--- src/rtl/mucf_pkg.sv ---
package mucf_pkg;
  typedef enum logic {
    ST_IDLE = 1'b0,
    ST_RUN  = 1'b1
  } mucf_state_e;
endpackage

--- src/rtl/mucf_pick.sv ---
// Argmin over N candidates; strict compare keeps the lowest index on a tie.
module mucf_pick #(
  parameter int N  = 4,
  parameter int UW = 4,
  parameter int IW = 2
) (
  input  logic [N-1:0]    cand_i,
  input  logic [N*UW-1:0] urg_i,
  output logic            vld_o,
  output logic [IW-1:0]   idx_o
);
  logic [UW-1:0] best;
  logic          found;
  logic [IW-1:0] idx;

  always_comb begin
    found = 1'b0;
    idx   = '0;
    best  = '0;
    for (int k = 0; k < N; k++) begin
      if (cand_i[k] && (!found || urg_i[k*UW +: UW] < best)) begin
        found = 1'b1;
        idx   = IW'(k);
        best  = urg_i[k*UW +: UW];
      end
    end
  end

  assign vld_o = found;
  assign idx_o = idx;
endmodule

--- src/rtl/mucf_round.sv ---
// One request/grant round over the captured table.
module mucf_round #(
  parameter int N  = 4,
  parameter int UW = 4,
  parameter int IW = 2
) (
  input  logic [N*N-1:0]    pres_i,
  input  logic [N*N*UW-1:0] urg_i,
  input  logic [N-1:0]      in_busy_i,
  input  logic [N-1:0]      out_busy_i,
  output logic [N-1:0]      gnt_vld_o,
  output logic [N*IW-1:0]   gnt_out_o
);
  logic [N-1:0]    req_vld;
  logic [IW-1:0]   req_in   [N];
  logic [N-1:0]    req_cand [N];
  logic [N*UW-1:0] col_urg  [N];
  logic [N-1:0]    gnt_cand [N];

  // request side: one picker per output over its column
  for (genvar o = 0; o < N; o++) begin : g_req
    always_comb begin
      for (int i = 0; i < N; i++) begin
        req_cand[o][i]           = pres_i[i*N+o] && !in_busy_i[i] && !out_busy_i[o];
        col_urg[o][i*UW +: UW]   = urg_i[(i*N+o)*UW +: UW];
      end
    end

    mucf_pick #(.N(N), .UW(UW), .IW(IW)) u_req (
      .cand_i (req_cand[o]),
      .urg_i  (col_urg[o]),
      .vld_o  (req_vld[o]),
      .idx_o  (req_in[o])
    );
  end

  // grant side: one picker per input over its row
  for (genvar i = 0; i < N; i++) begin : g_gnt
    always_comb begin
      for (int o = 0; o < N; o++) begin
        gnt_cand[i][o] = req_vld[o] && (req_in[o] == IW'(i));
      end
    end

    mucf_pick #(.N(N), .UW(UW), .IW(IW)) u_gnt (
      .cand_i (gnt_cand[i]),
      .urg_i  (urg_i[i*N*UW +: N*UW]),
      .vld_o  (gnt_vld_o[i]),
      .idx_o  (gnt_out_o[i*IW +: IW])
    );
  end
endmodule

--- src/rtl/mucf_matcher.sv ---
module mucf_matcher #(
  parameter  int N  = 4,
  parameter  int UW = 4,
  localparam int IW = (N > 1) ? $clog2(N) : 1,
  localparam int CW = $clog2(N + 1)
) (
  input  logic              clk_i,
  input  logic              rst_ni,
  input  logic              start_i,
  input  logic [N*N-1:0]    present_i,
  input  logic [N*N*UW-1:0] urgency_i,
  output logic [N-1:0]      match_vld_o,
  output logic [N*IW-1:0]   match_in_o,
  output logic              done_o,
  output logic              phase_o
);
  import mucf_pkg::*;

  mucf_state_e       state_q;
  logic [N*N-1:0]    pres_q;
  logic [N*N*UW-1:0] urg_q;
  logic [N-1:0]      in_busy_q;
  logic [N-1:0]      out_busy_q;
  logic [N*IW-1:0]   match_in_q;
  logic [CW-1:0]     rnd_q;
  logic              done_q;
  logic              phase_q;
  logic              nxt_phase_q;

  logic [N-1:0]      gnt_vld;
  logic [N*IW-1:0]   gnt_out;
  logic [N-1:0]      out_set;
  logic [N*IW-1:0]   match_in_d;
  logic              last_rnd;

  mucf_round #(.N(N), .UW(UW), .IW(IW)) u_round (
    .pres_i     (pres_q),
    .urg_i      (urg_q),
    .in_busy_i  (in_busy_q),
    .out_busy_i (out_busy_q),
    .gnt_vld_o  (gnt_vld),
    .gnt_out_o  (gnt_out)
  );

  always_comb begin
    out_set    = '0;
    match_in_d = match_in_q;
    for (int i = 0; i < N; i++) begin
      if (gnt_vld[i]) begin
        out_set[gnt_out[i*IW +: IW]]               = 1'b1;
        match_in_d[gnt_out[i*IW +: IW]*IW +: IW]   = IW'(i);
      end
    end
  end

  assign last_rnd = (gnt_vld == '0) || (rnd_q == CW'(N - 1));

  always_ff @(posedge clk_i or negedge rst_ni) begin
    if (!rst_ni) begin
      state_q     <= ST_IDLE;
      pres_q      <= '0;
      urg_q       <= '0;
      in_busy_q   <= '0;
      out_busy_q  <= '0;
      match_in_q  <= '0;
      rnd_q       <= '0;
      done_q      <= 1'b0;
      phase_q     <= 1'b0;
      nxt_phase_q <= 1'b0;
    end else if (start_i) begin
      state_q     <= ST_RUN;
      pres_q      <= present_i;
      urg_q       <= urgency_i;
      in_busy_q   <= '0;
      out_busy_q  <= '0;
      match_in_q  <= '0;
      rnd_q       <= '0;
      done_q      <= 1'b0;
      phase_q     <= nxt_phase_q;
      nxt_phase_q <= ~nxt_phase_q;
    end else if (state_q == ST_RUN) begin
      in_busy_q  <= in_busy_q | gnt_vld;
      out_busy_q <= out_busy_q | out_set;
      match_in_q <= match_in_d;
      rnd_q      <= rnd_q + CW'(1);
      if (last_rnd) begin
        state_q <= ST_IDLE;
        done_q  <= 1'b1;
      end
    end
  end

  assign match_vld_o = out_busy_q;
  assign match_in_o  = match_in_q;
  assign done_o      = done_q;
  assign phase_o     = phase_q;
endmodule

--- config.mk ---
export PLATFORM = sky130hd
export DESIGN_NAME = mucf_matcher
export DESIGN_NICKNAME = d
export VERILOG_FILES = /design/src/rtl/mucf_pkg.sv /design/src/rtl/mucf_pick.sv /design/src/rtl/mucf_round.sv /design/src/rtl/mucf_matcher.sv
export SDC_FILE = /design/constraint.sdc
export NUM_CORES = 1
export LEC_CHECK = 0
export BUFFER_PORTS_ARGS = -buffer_cell sky130_fd_sc_hd__buf_2
export CORE_ASPECT_RATIO = 1.1
export CORE_MARGIN = 5
export CORE_UTILIZATION = 30
export DETAILED_ROUTE_END_ITERATION = 10
export HOLD_SLACK_MARGIN = 0.1
export SYNTH_ARGS = -nofsm -noshare
export SYNTH_HDL_FRONTEND = slang
export SYNTH_SLANG_ARGS = --single-unit
--- constraint.sdc ---
create_clock -name clk_i -period 12.9 [get_ports clk_i]
set_input_delay 3.87 -clock clk_i [delete_from_list [all_inputs] [get_ports clk_i]]
set_output_delay 3.87 -clock clk_i [all_outputs]
set_load 0.01 [all_outputs]
After elaboration in Yosys (flattened, before gate mapping)
Index checks and enable logic that the tools add are counted.

operators by class
  add/sub/neg operators = 5
  $lt $le $gt $ge = 32
  equality and inequality tests = 13
  shift operators = 8
  muxes and demuxes = 114
  bitwise operators = 6
  reductions and logical operators = 141

operators with widths
  kind                                                                number
  negator 3 -> 34 bit                                                 4
  variable shift 2 x 34 -> 8 bit (first input constant)               4
  variable part select 2 x 34 -> 8 bit (first input constant)         4
  2-to-1 mux 4 bit                                                    32
  less-than comparator 4 bit                                          24
  logical AND 1 bit                                                   76
  2-to-1 mux 1 bit                                                    50
  2-to-1 mux 8 bit                                                    6
  bitwise mux 8 bit                                                   4
  zero test 1 bit                                                     32
  2-to-1 mux 2 bit                                                    16
  logical OR 1 bit                                                    25
  bitwise OR 4 bit                                                    5
  == test 2 bit (second input constant)                               8
  less-than comparator 2 x 3 -> 1 bit (second input constant)         4
  demux 1 bit (select 2 bit)                                          4
  == test 2 x 1 -> 1 bit (second input constant)                      4
  greater-or-equal comparator 2 x 1 -> 1 bit (second input constant)  4
  zero test 2 bit                                                     4
  2-to-1 mux 3 bit                                                    2
  zero test 4 bit                                                     1
  nonzero test 2 bit                                                  2
  adder 3 x 1 -> 3 bit (second input constant)                        1
  == test 3 x 2 -> 1 bit (second input constant)                      1
  2 further kinds                                                     2

storage, ports and cells
  register bits = 103
  bits of input ports = 83
  output and inout bits = 14
  word-level logic and storage cells = 329

Longest topological paths before layout
Gate-level depths: netlist of the first run.

  depth after elaboration = 45
  gate-level depth with buffers = 50
  depth with buffers taken out = 47

Cells and area by module
Synthesis of the first run repeated with hierarchy kept, for this count alone.

unflattened totals
  cell total of the unflattened synthesis = 841
  area, all modules = 8,459.4 µm²

modules (own cells, without submodules)
  module                                   instances  cells an instance  area an instance (µm²)  sequential area each (µm²)
  mucf_matcher                             1          287                4,147.7                 2,577.5
  mucf_pick at u_round.g_gnt[0].u_gnt ...  5          66                 523.0                   0.0
  mucf_pick at u_round.g_req[0].u_req ...  3          64                 480.5                   0.0
  mucf_round                               1          32                 255.2                   0.0

Least setup slack after synthesis of the first run
Ideal clock, no wire load.

  kind = reg2reg
  from = register out_busy_q[0], in the netlist match_vld_o[0]
  to = register match_in_q[5], in the netlist match_in_o[5]
  library setup time = 0.122 ns
  arrival time = 9.395 ns
  data required time = 12.778 ns
  setup slack = 3.383 ns
  stages on the path, launching flop included = 46
  path buffers = 4
  period minus slack after synthesis = 9.517 ns
  cell sequence = dfrtp_1 buf_4 nor3b_2 nand2_1 ha_1 a21oi_1 nand2_1 o21ai_0 clkbuf_1 nor2_1 a21oi_1 ha_1 a21oi_1 nand2_1 o41ai_4 a21oi_1 ha_1 or4b_1 [... 10 more ...] a21boi_1 nor2_1 a21oi_1 ha_1 o21ai_0 nand2b_1 a21oi_1 o21bai_1 o21ai_1 clkbuf_1 a21oi_1 ha_1 or4_1 a211o_1 a221oi_2 nor2_1 a211o_1 a32o_1

between the ends
  cells in the longest elaborated chain, start to end = 42
  elaborated cells between the ends (all ways) = 145
  classes of those cells = 4 x add/sub; 15 x order compare; 3 x eq/ne; 8 x shift; 60 x mux; 55 x reduce/logical

ends and longest elaborated chain
  item                                                                  line                source
  start, declared                                                       mucf_matcher.sv:23  logic [N-1:0] out_busy_q;
  start signal, assigned                                                mucf_matcher.sv:83  out_busy_q <= out_busy_q | out_set;
  zero test 1 bit *                                                     mucf_round.sv:24    req_cand[o][i] = pres_i[i*N+o] && !in_busy_i[i] && !out_busy_i[o];
  logical AND 1 bit                                                     mucf_round.sv:24
  2-to-1 mux 4 bit / 2-to-1 mux 1 bit (equally long branches)           mucf_pick.sv:21     if (cand_i[k] && (!found || urg_i[k*UW +: UW] < best)) begin
  less-than comparator 4 bit / zero test 1 bit (equally long branches)  mucf_pick.sv:21
  logical OR 1 bit                                                      mucf_pick.sv:21
  logical AND 1 bit                                                     mucf_pick.sv:21
  2-to-1 mux 4 bit / 2-to-1 mux 1 bit (equally long branches)           mucf_pick.sv:21
  less-than comparator 4 bit / zero test 1 bit (equally long branches)  mucf_pick.sv:21
  [... 26 more ...]                                                     n/a
  bitwise mux 8 bit                                                     mucf_matcher.sv:51  match_in_d[gnt_out[i*IW +: IW]*IW +: IW] = IW'(i);
  2-to-1 mux 8 bit                                                      mucf_matcher.sv:49  if (gnt_vld[i]) begin
  bitwise mux 8 bit                                                     mucf_matcher.sv:51
  2-to-1 mux 8 bit                                                      mucf_matcher.sv:49
  bitwise mux 8 bit                                                     mucf_matcher.sv:51
  2-to-1 mux 8 bit *                                                    mucf_matcher.sv:49
  2-to-1 mux 8 bit *                                                    mucf_matcher.sv:81  end else if (state_q == ST_RUN) begin
  2-to-1 mux 8 bit *                                                    mucf_matcher.sv:70  end else if (start_i) begin
  end signal, assigned                                                  mucf_matcher.sv:84  match_in_q <= match_in_d;
  end, declared                                                         mucf_matcher.sv:24  logic [N*IW-1:0] match_in_q;

Every way passes the cells marked *; elsewhere a longest branch is shown, timed or not. The select of a mux whose other input is x is not followed.
A chain may end at the register's enable or synchronous reset.

Final worst setup path of the first run
  from = register in_busy_q[0]
  to = register match_in_q[5], in the netlist match_in_o[5]

between the ends
  cells in the longest elaborated chain, start to end = 43
  elaborated cells between the ends (all ways) = 239
  classes of those cells = 4 x add/sub; 24 x order compare; 12 x eq/ne; 8 x shift; 90 x mux; 101 x reduce/logical

ends and longest elaborated chain
  item                                                                  line                source
  start, declared                                                       mucf_matcher.sv:22  logic [N-1:0] in_busy_q;
  start signal, assigned                                                mucf_matcher.sv:82  in_busy_q <= in_busy_q | gnt_vld;
  zero test 1 bit *                                                     mucf_round.sv:24
  logical AND 1 bit (2 in series)                                       mucf_round.sv:24
  2-to-1 mux 4 bit / 2-to-1 mux 1 bit (equally long branches)           mucf_pick.sv:21
  less-than comparator 4 bit / zero test 1 bit (equally long branches)  mucf_pick.sv:21
  logical OR 1 bit                                                      mucf_pick.sv:21
  logical AND 1 bit                                                     mucf_pick.sv:21
  2-to-1 mux 4 bit / 2-to-1 mux 1 bit (equally long branches)           mucf_pick.sv:21
  less-than comparator 4 bit / zero test 1 bit (equally long branches)  mucf_pick.sv:21
  [... 26 more ...]                                                     n/a
  bitwise mux 8 bit                                                     mucf_matcher.sv:51
  2-to-1 mux 8 bit                                                      mucf_matcher.sv:49
  bitwise mux 8 bit                                                     mucf_matcher.sv:51
  2-to-1 mux 8 bit                                                      mucf_matcher.sv:49
  bitwise mux 8 bit                                                     mucf_matcher.sv:51
  2-to-1 mux 8 bit *                                                    mucf_matcher.sv:49
  2-to-1 mux 8 bit *                                                    mucf_matcher.sv:81
  2-to-1 mux 8 bit *                                                    mucf_matcher.sv:70

Marks and branches as above.

==> impl_metrics.yaml, run 1 <==
status:
  outcome: "completed"
synthesis:
  netlist_top_cells_area: "dfrtp_1, ha_1, mux2_2"
  synthAdderAreaFrac_pct: 11.5
  syn_area_per_cell_um2: 9.30
  syn-num-nets: 1023
  synth_top_family_by_area: "compound AO/OA/AOI/OAI gates"
  synth_seq_cells: 103
  synth_compound_area_share_pct: 25.9
  synth-xor-area-share_pct: 0.217
  syn-cell-area_mm2: 0.00805
  yosys.area.top_type_share_pct: 32.0
  async_flop_share_pct: 100
  ys.flop_type: "dfrtp_1"
  synth_edf_count: 0
  yosysTopAreaCell: "dfrtp_1"
  yosysWarnings: 0
  yosys.area_share.simple_pct: 17.7
  synthMuxAreaShare_pct: 9.73
  syn_inst: 866
  synth_cell_types: 94
  yosysSeqAreaShare_pct: 32.0
power:
  powerDensity_mw_per_mm2: 203
  p_leak_uw: 0.00401
  peakVddDrop_uv: 88.8
routing:
  finalWirelength_um: 23700
  viasPerCell: 5.26
  via_count: 6917
  firstDrtPassIters: 5
  wire_per_inst_um: 18.0
  drc: 0
  drtAntennaViolNets: 0
  drt_iter0_drc: 399
worst_setup_path:
  cp_common_cell: "a21oi_1"
  start_kind: "flip-flop"
  worstSetupPathType: "flip-flop to flip-flop"
  cp.arrival_ps: 11670
  ff2ff_setup_slack_ps: 1490
  worstPathMaxFanout: 12
  reg2reg_depth: 41
  slowest_stage: "o21ai_0"
  r2r-start: "in_busy_q[0]"
  end_kind: "flip-flop"
  max_stage_delay_ps: 870
  crit_required_ps: 13160
  cp-startpoint: "in_busy_q[0]"
min_path:
  hp-start: "nxt_phase_q"
  hold_depth: 1
  min_path_type: "flip-flop to flip-flop"
global_route:
  grt_max_degree: 64
  met3_usage_pct: 2.63
  top_usage_layer: "met2"
  antenna_found_initial: 0
  grt_overflow: 0
  grt_usage_pct: 15.6
  use_met1_pct: 20.6
  use_met2_pct: 25.7
  grt_pass1_wl_um: 37800
  grt_pass1_vias: 6970
sta:
  min_period_ps: 11410
  finalCritPeriodShare_pct: 88.4
  skew_ps: 9.87
  hold_viol_final: 0
  tightestPinTransition_ps: 1100
  report.final.slew_viol_count: 0
  slew_headroom_pct: 25.9
  timing.final.ws_setup_ps: 1490
  rsz0062_at_grt: "false"
  finalSetupViolations: 0
  max_freq_mhz: 87.7
  setup_tns_ps: 0
floorplanning:
  dieArea_mm2: 0.0302
  fp.dieH_um: 182
  core_area_mm2: 0.0267
  chipWidth_um: 166
  start_util_pct: 30.1
  io_pins: 97
  rows: 63
cells_and_area:
  final_net_count: 1109
  diodes: 0
  drive_gt1_share_pct: 24.0
  area_growth_pct: 13.9
  nFillCells: 2766
  stdcell_count: 1314
clocking:
  cts_max_path_buffers: 2
  cts_buffers: 9
  clk_latency_ps: 370
  cts_root_buffer: "clkbuf_16"
  htree_levels: 3
  cts_setup_buffers: 0
  numClockSinks: 103
  clk_pin_slew_ps: 80
  cts_tree: "done"
  cts_hold_buf: 0
  cts-resized-gates: 0
placed_design:
  gp_congestion: 0.906
  portBuffers: 96
  placedCellCount: 1298
  post-place-ws_ps: 1570
  dp_hpwl_um: 18800
flow_run:
  cap_violations: 0
[path summary, 6_finish.rpt]
check	to
setup / recovery	match_in_o[5]
hold / removal	nxt_phase_q
setup reg to reg	match_in_o[5]
hold reg to reg	nxt_phase_q
max in group asynchronous	urg_q[12]
min in group asynchronous	phase_o
[kinds of logic after synthesis]
family / after synthesis
AOI/OAI and AO/OA: 283
xor gates and xnor gates: 2
adders and majority gates: 74
buffers and inverters: 56
DFF: 103
muxes: 70
and+or+nand+nor: 278
[metal layers]
metal,part of all wire [%],up-vias
met5,0,-
met4,2.9,0
met3,3.8,32
met2,46,171
met1,47,3305
li1,-,3409
[sequential cells by signal (all words and copies together) (netlist names)]
register,cells
match_in_o,8
pres_q,16
match_vld_o,4
phase_o,1
nxt_phase_q,1
urg_q,64
done_o,1
rnd_q,3
in_busy_q,4
state_q,1
[critical path, delay by kind of cell, from the launching register on]
| kind | cells | cell delay, ps |
|---|---|---|
| compound gates | 23 | 6510 |
| fa+ha+maj | 6 | 1680 |
| flops | 1 | 520 |
| simple gates | 12 | 2630 |
[through the flow]
step                total power [µW]  util [%]  hold WS (ps)  cell area [µm²]
detailed placement              1590      33.3           452             8890
finish                          1860      34.3           470             9170
global route                    2030      34.3           507             9170
CTS                             1870      34.3           470             9170
floorplan                       1310         -           433             8050
global placement                1570      33.3           449             8890
[where the power goes]
group / internal [µW] / total (µW) / switching (µW)
Clock: 133 / 273 / 140
Sequential: 377 / 476 / 99.3
Combinational: 468 / 1110 / 645
[layout make-up]
type,count,area [µm²],share of cell area (%)
Multi-Input combinational cell,707,5240,57.1
Sequential cell,103,2580,28.1
Timing Repair Buffer,99,508,5.54
Tap cell,357,447,4.87
Clock buffer,9,225,2.46
Inverter,32,120,1.31
Clock inverter,7,55.1,0.600
[Yosys cell counts (all sizes together) (3+ instances only)]
cell type	n
dfrtp	103
nand2	86
nor2	78
ha	74
mux2	66
o21ai	65
a21oi	58
inv	31
nand2b	31
a211oi	22
o21a	20
a21o	15
clkbuf	15
nor3b	14
a31oi	13
nor3	11
or2	11
a211o	10
and2	9
buf	9
o221ai	9
and3	8
nand3	8
a31o	6
or3	6
a221oi	5
a32o	5
o211ai	5
o21bai	5
a21boi	4
mux2i	4
o211a	4
o22ai	4
a2111oi	3
a21bo	3
o41ai	3
or3b	3
or4	3
[cell usage in the layout, fill, tap and decap left out, types with 13 or more instances in the layout]
master      n
ha_1       74
nand2b_1   30
a21o_1     15
a31oi_1    13
inv_1      31
dfrtp_1   103
a211oi_1   16
o21a_1     20
nor2_1     78
nand2_1    86
buf_2      94
mux2_2     66
a21oi_1    57
o21ai_0    60
(Power assumes the default switching activity.)
==> run 2, diff against run 1 <==
Settings changed: SYNTH_HIERARCHICAL from default to 1.
==> impl_metrics.yaml, run 2 <==
cells_and_area:
  fin_area_mm2: 0.00961
  final_net_count: 1091
  final_cell_mix: "mux2_2, dfrtp_1, buf_2"
  nFillCells: 2820
  fin_util_pct: 34.6
  layout_commonest_cell: "mux2_2"
  area_growth_pct: 13.5
  largest_register: "urg_q"
  drive_gt1_share_pct: 33.8
  largest_reg_flops: 64
global_route:
  grt_pass1_wl_um: 36300
  antenna_found_initial: 0
  grt_overflow: 0
  grt_pass1_vias: 6775
  grt_usage_pct: 14.4
  grt_max_degree: 57
status:
  outcome: "completed"
flow_run:
  cap_violations: 0
sta:
  setup_tns_ps: 0
  finalCritPeriodShare_pct: 78.9
  skew_ps: 11.0
  max_freq_mhz: 98.3
  slew_headroom_pct: 16.5
  report.final.slew_viol_count: 0
  finalSetupViolations: 0
  hold_viol_final: 0
  min_period_ps: 10170
  rsz0062_at_grt: "false"
  hold_slack_ps: 468
  tightestPinTransition_ps: 1250
routing:
  drc: 0
  finalWirelength_um: 23000
  via_count: 6836
  drtAntennaViolNets: 0
  viasPerCell: 5.25
  wire_per_inst_um: 17.6
  firstDrtPassIters: 5
  drt_iter0_drc: 351
power:
  p_leak_uw: 0.00427
  powerDensity_mw_per_mm2: 219
  peakVddDrop_uv: 80.1
synthesis:
  syn_area_per_cell_um2: 10.1
  synth_seq_cells: 103
  syn_inst: 841
  yosysTopAreaCell: "dfrtp_1"
  ys.flop_type: "dfrtp_1"
  synth_cell_types: 65
  synth_commonest_cells: "mux2_2, dfrtp_1, nand2_1"
  synth_edf_count: 0
  syn-num-nets: 998
  yosysSeqAreaShare_pct: 30.5
  yosysWarnings: 6
  syn-cell-area_mm2: 0.00846
  netlist_top_cells_area: "dfrtp_1, mux2_2, ha_1"
  async_flop_share_pct: 100
  post-synth-top-count-cell: "mux2_2"
  yosys.area.top_type_share_pct: 30.5
worst_setup_path:
  end_kind: "flip-flop"
  worstSetupPathType: "flip-flop to flip-flop"
  slowest_stage: "nor3b_1"
  max_stage_delay_ps: 970
  cp.arrival_ps: 10430
  worstPathMaxFanout: 11
  crit_required_ps: 13150
  cp_common_cell: "ha_1"
  start_kind: "flip-flop"
clocking:
  cts_tree: "done"
  cts_hold_buf: 0
  cts_setup_buffers: 0
  cts_max_path_buffers: 2
  cts_root_buffer: "clkbuf_16"
  clk_latency_ps: 360
  cts-resized-gates: 0
  htree_levels: 3
  numClockSinks: 103
  cts_buffers: 9
  clk_pin_slew_ps: 80
floorplanning:
  start_util_pct: 30.4
  core_area_mm2: 0.0278
  dieArea_mm2: 0.0317
  chipWidth_um: 170
  io_pins: 97
  rows: 64
  fp.dieH_um: 186
min_path:
  min_path_type: "flip-flop to flip-flop"
placed_design:
  portBuffers: 96
  gp_congestion: 0.918
  dp_hpwl_um: 18500
  place_area_mm2: 0.00932
==> run 2: layout make-up <==
cell class	instances	area (µm²)	share of cell area (%)
multi-input combinational	649	5490	57.2
tap	363	454	4.73
sequential	103	2580	26.8
inverter	67	251	2.62
timing repair buffer	104	546	5.68
clock inverter	6	51.3	0.534
antenna	1	2.50	0.0261
clock buffer	10	229	2.38
==> run 2: where the power goes <==
group	switching, µW	internal (µW)	total (µW)	leakage, µW
registers	78.1	378	456	0.00123
logic	764	618	1380	0.00291
clock network	132	134	266	0.000134
==> run 2: cell families after synthesis <==
logic type	count (synthesis)	synth area share, %
adders and majority gates	74	10.9
and+or+nand+nor	236	16.1
AOI/OAI and AO/OA	206	19.6
buffers and inverters	89	4.59
muxes	131	18.1
xor gates and xnor gates	2	0.207
DFF	103	30.5
==> run 2: path summary, 6_finish.rpt <==
check / cells after the start / startpoint / slack, ps / end
max in group asynchronous: 2 / rst_ni / 8240 / urg_q[37]
hold / removal: 1 / nxt_phase_q / 470 / nxt_phase_q
setup reg to reg: 39 / match_vld_o[0] / 2730 / match_in_o[3]
hold reg to reg: 1 / nxt_phase_q / 470 / nxt_phase_q
min in group asynchronous: 1 / rst_ni / 3500 / match_in_o[7]
setup / recovery: 39 / match_vld_o[0] / 2730 / match_in_o[3]
==> run 2: per-layer routing <==
metal	vias to the layer above	track usage [%]	share of wire [%]
met5	-	0	0
met3	25	2.00	3.8
met1	3343	18.8	45
met4	0	4.22	2.0
li1	3336	-	-
met2	132	25.0	49
==> run 2: stage by stage <==
step / worst slack (ps) / cells / total power, µW
2_1_floorplan: 4220 / 841 / 1520
6_report: 2730 / 1303 / 2100
3_3_place_gp: 2990 / 1286 / 1810
5_1_grt: 1890 / 1302 / 2280
3_5_place_dp: 2850 / 1286 / 1830
4_1_cts: 2810 / 1302 / 2110
==> run 2: critical path, delay by kind of cell, from the launching register on <==
kind | cells | cell delay [ps]
AND/OR/NAND/NOR | 12 | 2910
multiplexers | 4 | 1440
flip-flops | 1 | 450
AO/OA/AOI/OAI | 16 | 3180
buffers and inverters | 1 | 220
adder cells (fa/ha/maj) | 6 | 1830
